$ cat src/rtl/phy_led_pkg.sv
package phy_led_pkg;

    localparam int LED_COUNT = 3;
    localparam int PIN_LINK  = 0;
    localparam int PIN_SPEED = 1;
    localparam int PIN_THIRD = 2;

    typedef enum logic [1:0] {
        MODE_DEF   = 2'b00,
        MODE_ONE   = 2'b01,
        MODE_TWO   = 2'b10,
        MODE_THREE = 2'b11
    } led_mode_e;

    typedef enum logic [1:0] {
        SRC_ACTIVITY,
        SRC_COLLISION,
        SRC_DUPLEX
    } third_src_e;

    // bit order matches the strap vector: link, speed, third
    typedef struct packed {
        logic third;
        logic speed;
        logic link;
    } led_lit_t;

    function automatic third_src_e pick_third(input led_mode_e mode, input logic dup_sel);
        third_src_e src;
        case (mode)
            MODE_TWO:   src = SRC_COLLISION;
            MODE_THREE: src = dup_sel ? SRC_DUPLEX : SRC_COLLISION;
            default:    src = SRC_ACTIVITY;
        endcase
        return src;
    endfunction

    function automatic logic link_blinks(input led_mode_e mode);
        return (mode == MODE_TWO) || (mode == MODE_THREE);
    endfunction

endpackage

$ cat src/rtl/led_act_window.sv
module led_act_window #(
    parameter int WINDOW_CYCLES = 16
) (
    input  logic clk,
    input  logic rst,
    input  logic act_any,
    output logic in_window
);
    localparam int QW = $clog2(WINDOW_CYCLES + 1);
    localparam logic [QW-1:0] QUIET_MAX = QW'(WINDOW_CYCLES);

    logic [QW-1:0] quiet_q;

    always_ff @(posedge clk) begin
        if (rst) begin
            quiet_q <= QUIET_MAX;
        end else if (act_any) begin
            quiet_q <= '0;
        end else if (quiet_q != QUIET_MAX) begin
            quiet_q <= quiet_q + 1'b1;
        end
    end

    assign in_window = (quiet_q != QUIET_MAX);

endmodule

$ cat src/rtl/led_blink_gen.sv
module led_blink_gen #(
    parameter int PHASE_CYCLES = 8
) (
    input  logic clk,
    input  logic rst,
    input  logic act_any,
    input  logic in_window,
    output logic blink_dark
);
    localparam int PW = $clog2(PHASE_CYCLES + 1);
    localparam logic [PW-1:0] PH_LAST = PW'(PHASE_CYCLES - 1);

    logic [PW-1:0] ph_q;
    logic          dark_q;

    always_ff @(posedge clk) begin
        if (rst) begin
            ph_q   <= '0;
            dark_q <= 1'b0;
        end else if (!in_window) begin
            // a fresh burst starts in the dark phase
            ph_q   <= '0;
            dark_q <= act_any;
        end else if (ph_q == PH_LAST) begin
            ph_q   <= '0;
            dark_q <= ~dark_q;
        end else begin
            ph_q   <= ph_q + 1'b1;
        end
    end

    assign blink_dark = in_window && dark_q;

endmodule

$ cat src/rtl/led_pin_drive.sv
module led_pin_drive #(
    parameter int N = 3
) (
    input  logic         clk,
    input  logic         rst,
    input  logic [N-1:0] strap_lvl,
    input  logic [N-1:0] lit,
    output logic [N-1:0] pins,
    output logic [N-1:0] pol_lvl
);
    for (genvar i = 0; i < N; i++) begin : g_pin
        logic pol_q;
        logic pin_q;

        always_ff @(posedge clk) begin
            if (rst) begin
                pol_q <= strap_lvl[i];
                pin_q <= strap_lvl[i];
            end else begin
                pin_q <= lit[i] ^ pol_q;
            end
        end

        assign pins[i]    = pin_q;
        assign pol_lvl[i] = pol_q;
    end

endmodule

$ cat src/rtl/phy_led_ctrl.sv
module phy_led_ctrl
    import phy_led_pkg::*;
#(
    parameter int PHASE_CYCLES = 1250000
) (
    input  logic       clk,
    input  logic       rst,
    input  logic [2:0] strap_lvl,
    input  logic [1:0] led_mode,
    input  logic       dup_sel,
    input  logic       link_up,
    input  logic       speed_100,
    input  logic       full_dup,
    input  logic       tx_act,
    input  logic       rx_act,
    input  logic       coll,
    output logic       led_link_pin,
    output logic       led_spd_pin,
    output logic       led_act_pin
);
    localparam int WINDOW_CYCLES = 2 * PHASE_CYCLES;

    logic                 act_any;
    logic                 in_window;
    logic                 blink_dark;
    led_mode_e            mode;
    third_src_e           third_src;
    led_lit_t             lit;
    logic [LED_COUNT-1:0] pins;
    logic [LED_COUNT-1:0] pol_lvl;

    assign act_any   = tx_act | rx_act;
    assign mode      = led_mode_e'(led_mode);
    assign third_src = pick_third(mode, dup_sel);

    led_act_window #(.WINDOW_CYCLES(WINDOW_CYCLES)) u_window (
        .clk       (clk),
        .rst       (rst),
        .act_any   (act_any),
        .in_window (in_window)
    );

    led_blink_gen #(.PHASE_CYCLES(PHASE_CYCLES)) u_blink (
        .clk        (clk),
        .rst        (rst),
        .act_any    (act_any),
        .in_window  (in_window),
        .blink_dark (blink_dark)
    );

    always_comb begin
        lit.speed = speed_100;
        lit.link  = link_up && !(link_blinks(mode) && blink_dark);
        case (third_src)
            SRC_COLLISION: lit.third = link_up && coll;
            SRC_DUPLEX:    lit.third = link_up && full_dup;
            default:       lit.third = link_up && (act_any || in_window);
        endcase
    end

    led_pin_drive #(.N(LED_COUNT)) u_drive (
        .clk       (clk),
        .rst       (rst),
        .strap_lvl (strap_lvl),
        .lit       (lit),
        .pins      (pins),
        .pol_lvl   (pol_lvl)
    );

    assign led_link_pin = pins[PIN_LINK];
    assign led_spd_pin  = pins[PIN_SPEED];
    assign led_act_pin  = pins[PIN_THIRD];

endmodule

$ cat config.mk
export PLATFORM = sky130hd
export DESIGN_NAME = phy_led_ctrl
export DESIGN_NICKNAME = d
export VERILOG_FILES = /design/src/rtl/phy_led_pkg.sv /design/src/rtl/led_act_window.sv /design/src/rtl/led_blink_gen.sv /design/src/rtl/led_pin_drive.sv /design/src/rtl/phy_led_ctrl.sv
export SDC_FILE = /design/constraint.sdc
export NUM_CORES = 1
export LEC_CHECK = 0
export BUFFER_PORTS_ARGS = -buffer_cell sky130_fd_sc_hd__buf_2
export CORE_MARGIN = 2
export CORE_UTILIZATION = 40
export CTS_CLUSTER_SIZE = 30
export DETAILED_ROUTE_END_ITERATION = 10
export GPL_TIMING_DRIVEN = 0
export SKIP_LAST_GASP = 1
export SLEW_MARGIN = 20
export SYNTH_ARGS = -nofsm -noshare
export SYNTH_HDL_FRONTEND = slang
export SYNTH_SLANG_ARGS = --single-unit
$ cat constraint.sdc
create_clock -name clk -period 1.8 [get_ports clk]
set_input_delay 0.27 -clock clk [delete_from_list [all_inputs] [get_ports clk]]
set_output_delay 0.27 -clock clk [all_outputs]
set_load 0.05 [all_outputs]
==> results of run 1 <==
[cell usage in the layout, fill, tap and decap left out, drive strengths merged, types with 4 or more instances in the layout]
cell    Yosys  layout
dfxtp      47      47
buf         4      45
nand3      22      22
nor3       21      21
nand2      17      17
o21ai      15      15
nor2       15      15
clkbuf      8      14
xor2       12      12
or3        11      11
or4        11      11
xnor2      10      10
a211oi     10      10
inv         8       8
and3        7       7
a21oi       7       7
nand4       5       5
nor4        5       5
a31oi       4       4
nand2b      4       4
a21o        4       4
and2        4       4
[cell type report]
| type | instances | share of cell area, % |
|---|---|---|
| Clock inverter | 1 | 0.155 |
| Sequential cell | 50 | 33.2 |
| Inverter | 8 | 0.932 |
| Timing Repair Buffer | 42 | 8.81 |
| Clock buffer | 7 | 2.68 |
| Buffer | 10 | 1.63 |
| Multi-Input combinational cell | 219 | 49.7 |
| Tap cell | 75 | 2.91 |
[sequential cells by signal, summed over array words and instances (netlist names)]
register             flops
u_window.quiet_q        22
u_blink.ph_q            21
u_drive.g_pin.pin_q      3
u_drive.g_pin.pol_q      3
u_blink.dark_q           1
[worst max-delay path by stage]
stage	cells after the start	startpoint	endpoint	slack (ns)
CTS	5	u_blink.ph_q[4]	u_blink.ph_q[20]	-0.06
global route	5	u_blink.ph_q[4]	u_blink.ph_q[0]	-0.16
detailed placement	5	u_blink.ph_q[0]	u_blink.ph_q[20]	-0.26
floorplan	5	u_window.quiet_q[2]	u_window.quiet_q[21]	0.0008
finish	5	u_blink.ph_q[4]	u_blink.ph_q[20]	-0.09
global placement	5	u_blink.ph_q[0]	u_blink.ph_q[20]	-0.21
[metal layers]
metal	up-vias	global-route usage [%]	routed length [um]	part of all wire, %
met1	1101	23.0	3070	48
li1	1186	-	-	-
met5	-	0	0	0
met3	6	2.97	166	2.6
met2	36	29.6	3050	48
met4	0	5.43	88	1.4
[power groups by stage]
stage / logic [mW] / clock network (mW) / registers (mW)
floorplan: 0.0788 / 0 / 1.22
global placement: 0.152 / 0 / 1.20
detailed placement: 0.155 / 0 / 1.20
CTS: 0.169 / 0.701 / 1.17
global route: 0.197 / 0.748 / 1.17
finish: 0.178 / 0.690 / 1.17
[cell families (layout without fill, tap and decap cells)]
family                   after synthesis  after routing  share of synthesized area (%)
AO/OA/AOI/OAI                         55             55                           15.1
XOR/XNOR                              22             22                           7.61
adder cells (fa/ha/maj)                3              3                           1.48
buffers and inverters                 20             68                           3.31
flip-flops                            50             50                           40.7
AND/OR/NAND/NOR                      139            139                           31.8
[worst max-delay path, delay by kind of cell (launching register included)]
kind	cells	cell delay (ns)
simple gates	2	0.98
flops	1	0.33
compound gates	2	0.27
buf+inv	1	0.18
[timing repair]
item                       CTS  global route
cloned                       2             1
setup endpoints to repair   29            30
resized for setup           38            19
pin swaps                    8             9
buffers inserted            18             5
[stage by stage]
| step | setup slack, ns | cells | hold WS [ns] | total power [mW] |
|---|---|---|---|---|
| floorplan | 0.000797 | 289 | 0.369 | 1.30 |
| global placement | -0.207 | 380 | 0.462 | 1.35 |
| detailed placement | -0.257 | 380 | 0.463 | 1.35 |
| CTS | -0.0606 | 407 | 0.150 | 2.04 |
| global route | -0.159 | 412 | 0.144 | 2.12 |
| finish | -0.0894 | 412 | 0.149 | 2.04 |
==> flow_metrics.env, run 1 <==
export IMPL_syn_inst=289
export IMPL_port_buffers=16
export IMPL_power_switching_mw=0.515
export IMPL_path_clk_slew_ns=0.10
export IMPL_final_area_um2=3220
export IMPL_num_fill_cells=555
export IMPL_via_count=2329
export IMPL_synth_ff_type="dfxtp_1"
export IMPL_syn2layout_area_growth_pct=27.3
export IMPL_layout_nets=353
export IMPL_fin_tns_setup_ns=-1.65
export IMPL_p_int_mw=1.52
export IMPL_syn_area_um2=2530
export IMPL_synth_most_common_cell="dfxtp_1"
export IMPL_min_to="u_drive.g_pin[2].pol_q"
export IMPL_drv_cap=0
export IMPL_track_usage_pct=17.6
export IMPL_rr_endpoint="u_blink.ph_q[20]"
export IMPL_multi_input_area_um2=1600
export IMPL_synthesis_nets=306
export IMPL_hold_depth=1
export IMPL_num_rows=28
export IMPL_grt_max_degree=15
export IMPL_start_util_pct=42.0
export IMPL_tightest_slew_ns=0.680
export IMPL_synth_largest_area_cell="dfxtp_1"
export IMPL_layout_area_seq_um2=1070
export IMPL_required_ns=1.96
export IMPL_placed_area_um2=2740
export IMPL_r2r_setup_slack_ns=-0.09
export IMPL_ant_nets=0
export IMPL_io_pins=17
export IMPL_clk_insertion_delay_late_ns=0.30
export IMPL_antenna_found_initial=0
export IMPL_crit_fanout=5
export IMPL_yosysSeqAreaShare_pct=40.7
export IMPL_cts_buffer_depth=2
export IMPL_cts_root_buf="clkbuf_8"
export IMPL_clock_skew_ns=0.00955
export IMPL_synth_common_cells="dfxtp_1, nor3_1, nand3_1, nand2_1"
export IMPL_crit_type="flop to flop"
export IMPL_grt_overflow=0
export IMPL_drtIter0Drc=120
export IMPL_drc=0
export IMPL_dieHeight_um=83.6
export IMPL_hold_path_class="primary input to flop"
export IMPL_setup_ws_ns=-0.0894
export IMPL_hold_violations=0
export IMPL_fin_util_pct=53.5
export IMPL_grt_setup_unrepaired="true"
export IMPL_drive_above_1_share_pct=29.1
export IMPL_cts_made_buffers=5
export IMPL_cpMaxStageDelayCell="or4b_1"
export IMPL_reg2reg_from="u_blink.ph_q[4]"
export IMPL_p_clk_share_pct=33.9
export IMPL_synth_cell_types=51
export IMPL_p_per_area_nw_per_um2=632
export IMPL_synth_top_cell_area_share_pct=37.2
export IMPL_hold_path_startpoint="strap_lvl[2]"
export IMPL_p_seq_share_pct=57.4
export IMPL_layout_min_cycle_time_ns=1.89
export IMPL_end_kind="flop"
export IMPL_critical_path_max_stage_delay_ns=0.52
export IMPL_hpwl_um=3980
export IMPL_maxSlewViolCount=0
export IMPL_timing_final_crit_share_pct=105
export IMPL_fp_coreArea_um2=6030
export IMPL_slew_limit_headroom_pct=54.3
export IMPL_async_flop_share_pct=0
export IMPL_dieArea_um2=6980
export IMPL_ys_ff_latch=50
export IMPL_fp_dieW_um=83.6
export IMPL_via_per_inst=5.65
export IMPL_violations="negative setup slack"
export IMPL_switching_share_pct=25.3
export IMPL_cp_arrival_ns=2.05
export IMPL_reg2regPathDepth=5
export IMPL_drt_pass1_iter_count=4
export IMPL_p_leak_nw=1.09
export IMPL_status="finished, violations left"
export IMPL_fmax_mhz=529
export IMPL_postSynthAreaPerCell_um2=8.76
export IMPL_clkSinkCount=50
export IMPL_first_global_vias=2155
export IMPL_yosysWarnings=0
export IMPL_crit_chain="or4b_1, or4_4, o22ai_4, buf_6, a211oi_2"
export IMPL_cts_tree="yes"
export IMPL_synth_edf_count=3
export IMPL_drt_total_wl_um=6380
export IMPL_ctsHoldBuffers=0
export IMPL_critPathLaunchType="flop"
export IMPL_p_comb_share_pct=8.7
export IMPL_setup_violations=21
export IMPL_wire_per_inst_um=15.5
export IMPL_cts_htree_levels=2
export IMPL_grt_first_pass_wirelength_um=10300
export IMPL_antenna_cells=0
export IMPL_vdd_drop_max_uv=377
export IMPL_routabilityCongestion=0.784
export IMPL_synth_area_leaders="dfxtp_1, nor3_1, xor2_1"
(Power assumes the default switching activity.)
==> run 2, diff against run 1 <==
--- a/config.mk
+++ b/config.mk
@@ -5,7 +5,7 @@
 export SDC_FILE = /design/constraint.sdc
 export NUM_CORES = 1
 export LEC_CHECK = 0
-export BUFFER_PORTS_ARGS = -buffer_cell sky130_fd_sc_hd__buf_2
+export BUFFER_PORTS_ARGS = -buffer_cell sky130_fd_sc_hd__buf_4
 export CORE_MARGIN = 2
 export CORE_UTILIZATION = 40
 export CTS_CLUSTER_SIZE = 30
==> run 2 against run 1 <==
Effect of this change:
- the flow still finishes with violations (negative setup slack)
- die area did not move
- sequential power barely moved
- clock power fell by 1%
- combinational power rose by 3%
- sequential share of layout area did not move
- power barely moved
- non-clock buffer count fell by 6
- clock skew rose by 0.00072 ns
- utilization did not move
- register-to-register slack got worse by 0.04 ns
- largest power group unchanged
==> flow_metrics.env, run 2 (synthesized netlist as in run 1, its figures left out) <==
export IMPL_top_regs="u_window.quiet_q (22), u_blink.ph_q (21)"
export IMPL_drt_pass1_iter_count=4
export IMPL_drc=0
export IMPL_slew_limit_headroom_pct=50.6
export IMPL_finalPower_mw=2.04
export IMPL_num_fill_cells=550
export IMPL_via_count=2294
export IMPL_syn2layout_area_growth_pct=27.3
export IMPL_cts_made_buffers=5
export IMPL_timing_final_crit_share_pct=107
export IMPL_clock_skew_ns=0.0103
export IMPL_wire_per_inst_um=15.1
export IMPL_dieHeight_um=83.6
export IMPL_first_global_vias=2164
export IMPL_drive_above_1_share_pct=28.1
export IMPL_hold_depth=1
export IMPL_top_register="u_window.quiet_q"
export IMPL_drt_total_wl_um=6140
export IMPL_drtIter0Drc=98
export IMPL_grt_overflow=0
export IMPL_start_util_pct=42.0
export IMPL_crit_fanout=10
export IMPL_clk_insertion_delay_late_ns=0.31
export IMPL_setup_violations=21
export IMPL_routabilityCongestion=0.818
export IMPL_fp_coreArea_um2=6030
export IMPL_io_pins=17
export IMPL_clkSinkCount=50
export IMPL_antenna_cells=0
export IMPL_hold_violations=0
export IMPL_largest_reg_flops=22
export IMPL_fin_tns_setup_ns=-1.87
export IMPL_fp_dieW_um=83.6
export IMPL_dieArea_um2=6980
export IMPL_cts_tree="yes"
export IMPL_antenna_found_initial=0
export IMPL_num_rows=28
export IMPL_setup_ws_ns=-0.126
export IMPL_drv_cap=0
export IMPL_port_buffers=16
export IMPL_cp_arrival_ns=2.09
export IMPL_crit_chain="or4b_4, or4_4, o22ai_4, buf_6, nor3_1"
export IMPL_critical_path_max_stage_delay_ns=0.53
export IMPL_fin_util_pct=53.5
export IMPL_dp_cells=380
export IMPL_grt_setup_unrepaired="true"
export IMPL_required_ns=1.97
export IMPL_violations="negative setup slack"
export IMPL_placed_area_um2=2780
export IMPL_via_per_inst=5.65
export IMPL_status="finished, violations left"
export IMPL_cts_root_buf="clkbuf_8"
export IMPL_tightest_slew_ns=0.735
export IMPL_maxSlewViolCount=0
export IMPL_layout_common_cells="buf_4, dfxtp_1, nor3_1"
export IMPL_cpMaxStageDelayCell="or4b_4"
export IMPL_final_area_um2=3220
export IMPL_cts_htree_levels=2
export IMPL_final_cells=406
export IMPL_path_clk_slew_ns=0.09
export IMPL_reg2regPathDepth=5
export IMPL_p_per_area_nw_per_um2=632
export IMPL_ctsHoldBuffers=0
export IMPL_vdd_drop_max_uv=325
export IMPL_p_leak_nw=1.08
export IMPL_end_kind="flop"
export IMPL_hold_ws_ns=0.147
export IMPL_hold_path_class="primary input to flop"
export IMPL_hpwl_um=4080
export IMPL_grt_first_pass_wirelength_um=10200
export IMPL_ant_nets=0
export IMPL_track_usage_pct=17.7
export IMPL_pre_cts_slack_ns=-0.243
export IMPL_cts_buffer_depth=2
export IMPL_fmax_mhz=519
export IMPL_mostFrequentLayoutCell="buf_4"
export IMPL_layout_min_cycle_time_ns=1.93
export IMPL_critPathLaunchType="flop"
export IMPL_grt_max_degree=15
export IMPL_layout_nets=347
export IMPL_crit_type="flop to flop"
## run 2: cell types whose count changed in the layout (fill, tap and decap cells not counted), moves of 2 or more
cell / before / now
inv_2: 2 / 0
buf_2: 17 / 0
buf_4: 22 / 34
inv_1: 6 / 8
a211oi_1: 5 / 2
a211oi_2: 5 / 8
## run 2: area by class of cell
class	count	area (um^2)	area share (%)
multi-input cells	219	1610	49.8
plain buffers	10	52.6	1.63
flip-flops and latches	50	1070	33.2
well taps	75	93.8	2.91
clock inverters	1	5.00	0.155
clock buffers	7	86.3	2.68
inverters	8	30.0	0.932
repair buffers	36	278	8.62
## run 2: worst paths after layout
path / slack (ns) / startpoint / to
setup / recovery: -0.13 / u_blink.ph_q[4] / u_blink.ph_q[10]
hold / removal: 0.15 / strap_lvl[1] / u_drive.g_pin[1].pol_q
setup reg to reg: -0.13 / u_blink.ph_q[4] / u_blink.ph_q[10]
hold reg to reg: 0.46 / u_blink.ph_q[0] / u_blink.ph_q[0]
## run 2: power by group
part           switching [mW]  total [mW]  internal, mW
sequential             0.0307        1.17          1.14
combinational           0.105       0.184        0.0797
clock                   0.371       0.682         0.311
## run 2: what timing repair did
item | 4_1_cts | 5_1_grt
pin swaps | 5 | 5
buffers inserted | 9 | 10
gates resized for setup | 40 | 15
gates cloned | 1 | 0
endpoints found under the setup margin | 28 | 29
## run 2: worst max-delay path, delay by kind of cell, from the launching register on
kind	cells	cell delay, ns
compound gates	1	0.19
buf+inv	1	0.18
flops	1	0.34
simple gates	3	1.07
## run 2: metal layers
metal | global-route usage [%] | routed length [um] | vias up
li1 | - | - | 1163
met5 | 0 | 0 | -
met1 | 22.9 | 2910 | 1097
met3 | 4.25 | 181 | 9
met2 | 29.5 | 2970 | 25
met4 | 4.40 | 80 | 0
==> run 3, diff against run 2 <==
--- a/config.mk
+++ b/config.mk
@@ -6,7 +6,6 @@
 export NUM_CORES = 1
 export LEC_CHECK = 0
 export BUFFER_PORTS_ARGS = -buffer_cell sky130_fd_sc_hd__buf_4
-export CORE_MARGIN = 2
 export CORE_UTILIZATION = 40
 export CTS_CLUSTER_SIZE = 30
 export DETAILED_ROUTE_END_ITERATION = 10
==> run 3 against run 2 <==
Effect of this change:
- the run still ends with negative setup slack left
- critical endpoint is now u_blink.ph_q[14]
- critical path type unchanged
- sequential power is essentially flat
- design area grew 0.89%
- non-clock buffer count grew 6
- highest routed layer unchanged
- clock power grew 1%
- via count grew 1.0%
- maximum frequency grew 0.39%
==> flow_metrics.env, run 3 (synthesized netlist as in run 1, its figures left out) <==
export IMPL_routabilityCongestion=0.810
export IMPL_hold_violations=0
export IMPL_cts_root_buf="clkbuf_8"
export IMPL_fin_util_pct=54.0
export IMPL_drive_above_1_share_pct=29.1
export IMPL_ant_nets=0
export IMPL_hold_ws_ns=0.140
export IMPL_cpMaxStageDelayCell="or4b_4"
export IMPL_io_pins=17
export IMPL_crit_type="flop to flop"
export IMPL_cts_buffer_depth=2
export IMPL_crit_fanout=5
export IMPL_cp_top_family="simple AND/OR/NAND/NOR gates"
export IMPL_path_buf_inv=1
export IMPL_required_ns=1.97
export IMPL_antenna_found_initial=0
export IMPL_slew_limit_headroom_pct=52.6
export IMPL_grt_first_pass_wirelength_um=10300
export IMPL_cts_made_buffers=5
export IMPL_critical_path_max_stage_delay_ns=0.52
export IMPL_setup_violations=21
export IMPL_critPathLaunchType="flop"
export IMPL_antenna_cells=0
export IMPL_end_kind="flop"
export IMPL_drv_cap=0
export IMPL_dieArea_um2=6650
export IMPL_drc=0
export IMPL_top_regs="u_window.quiet_q (22), u_blink.ph_q (21)"
export IMPL_port_buffers=16
export IMPL_p_per_area_nw_per_um2=630
export IMPL_start_util_pct=42.0
export IMPL_hpwl_um=3970
export IMPL_num_fill_cells=574
export IMPL_reg2regPathDepth=5
export IMPL_first_global_vias=2137
export IMPL_grt_overflow=0
export IMPL_crit_chain="or4b_4, or4_4, o22ai_4, buf_6, a211oi_1"
export IMPL_vdd_drop_max_uv=447
export IMPL_setup_ws_ns=-0.119
export IMPL_layout_min_cycle_time_ns=1.92
export IMPL_grt_max_degree=15
export IMPL_cp_arrival_ns=2.09
export IMPL_via_count=2317
export IMPL_cts_tree="yes"
export IMPL_drtIter0Drc=124
export IMPL_hold_path_class="primary input to flop"
export IMPL_largest_reg_flops=22
export IMPL_ctsHoldBuffers=0
export IMPL_fp_dieW_um=81.6
export IMPL_clkSinkCount=50
export IMPL_syn2layout_area_growth_pct=28.4
export IMPL_fp_coreArea_um2=6030
export IMPL_p_leak_nw=1.10
export IMPL_mostFrequentLayoutCell="buf_4"
export IMPL_clk_insertion_delay_late_ns=0.31
export IMPL_finalPower_mw=2.05
export IMPL_track_usage_pct=20.2
export IMPL_layout_area_seq_um2=1070
export IMPL_top_register="u_window.quiet_q"
export IMPL_timing_final_crit_share_pct=107
export IMPL_layout_common_cells="buf_4, dfxtp_1, nand3_1"
export IMPL_grt_setup_unrepaired="true"
export IMPL_fmax_mhz=521
export IMPL_violations="negative setup slack"
export IMPL_pre_cts_slack_ns=-0.223
export IMPL_dieHeight_um=81.6
export IMPL_status="finished, violations left"
export IMPL_wire_per_inst_um=15.3
export IMPL_cts_htree_levels=2
export IMPL_via_per_inst=5.62
export IMPL_path_depth=5
export IMPL_drt_pass1_iter_count=4
export IMPL_layout_nets=353
export IMPL_tightest_slew_ns=0.705
export IMPL_num_rows=28
export IMPL_hold_depth=1
export IMPL_drt_total_wl_um=6320
export IMPL_maxSlewViolCount=0
export IMPL_multi_input_area_um2=1590
export IMPL_clock_skew_ns=0.00658
export IMPL_path_clk_slew_ns=0.09
export IMPL_fin_tns_setup_ns=-2.13
-- run 3: cell count changes in the layout (fill, tap and decap cells not counted), moves of 4 or more --
cell | previous run | this run
nor3_1 | 19 | 13
a211oi_1 | 2 | 6
a211oi_2 | 8 | 4
nor3_2 | 2 | 8
buf_4 | 34 | 40
-- run 3: worst paths after layout --
kind                                      start                     end  slack [ns]
worst max-delay path            u_blink.ph_q[4]        u_blink.ph_q[14]       -0.12
worst min-delay path               strap_lvl[1]  u_drive.g_pin[1].pol_q        0.14
worst max register to register  u_blink.ph_q[4]        u_blink.ph_q[14]       -0.12
worst min register to register  u_blink.ph_q[0]         u_blink.ph_q[0]        0.46
-- run 3: repair_timing --
item | in CTS | in global routing
cloned | 2 | 0
gates resized for setup | 41 | 13
pin swaps | 10 | 6
setup endpoints to repair | 28 | 35
setup buffers | 17 | 7
hold endpoints to repair | 0 | 0
-- run 3: metrics by stage --
step | cell area, um^2 | cells
6_report | 3250 | 412
5_1_grt | 3250 | 412
4_1_cts | 3150 | 406
3_5_place_dp | 2780 | 380
3_3_place_gp | 2780 | 380
2_1_floorplan | 2570 | 289
-- run 3: worst reg2reg max path, delay by kind of cell, from the launching register on --
family	cells	cell delay, ns
flip-flops	1	0.34
AO/OA/AOI/OAI	2	0.29
AND/OR/NAND/NOR	2	0.97
buffers and inverters	1	0.19
-- run 3: area by class of cell --
cell class	count	share of cell area [%]
tap	75	2.89
multi-input combinational	219	48.9
buffer	10	1.62
clock inverter	1	0.154
sequential	50	33.0
timing repair buffer	42	9.93
inverter	8	0.923
clock buffer	7	2.65
-- run 3: power by group --
group          leakage (nW)  total (mW)  switching [mW]  internal, mW
clock network        0.0482       0.691           0.380         0.311
logic                 0.629       0.188           0.107        0.0811
registers             0.421        1.17          0.0300          1.14
total                  1.10        2.05           0.517          1.53
-- run 3: per-layer routing --
layer	up-vias	GRT usage, %	wire length [um]
li1	1182	-	-
met1	1106	26.9	3170
met2	20	33.1	2910
met3	9	3.44	153
met4	0	6.67	87
met5	-	0	0
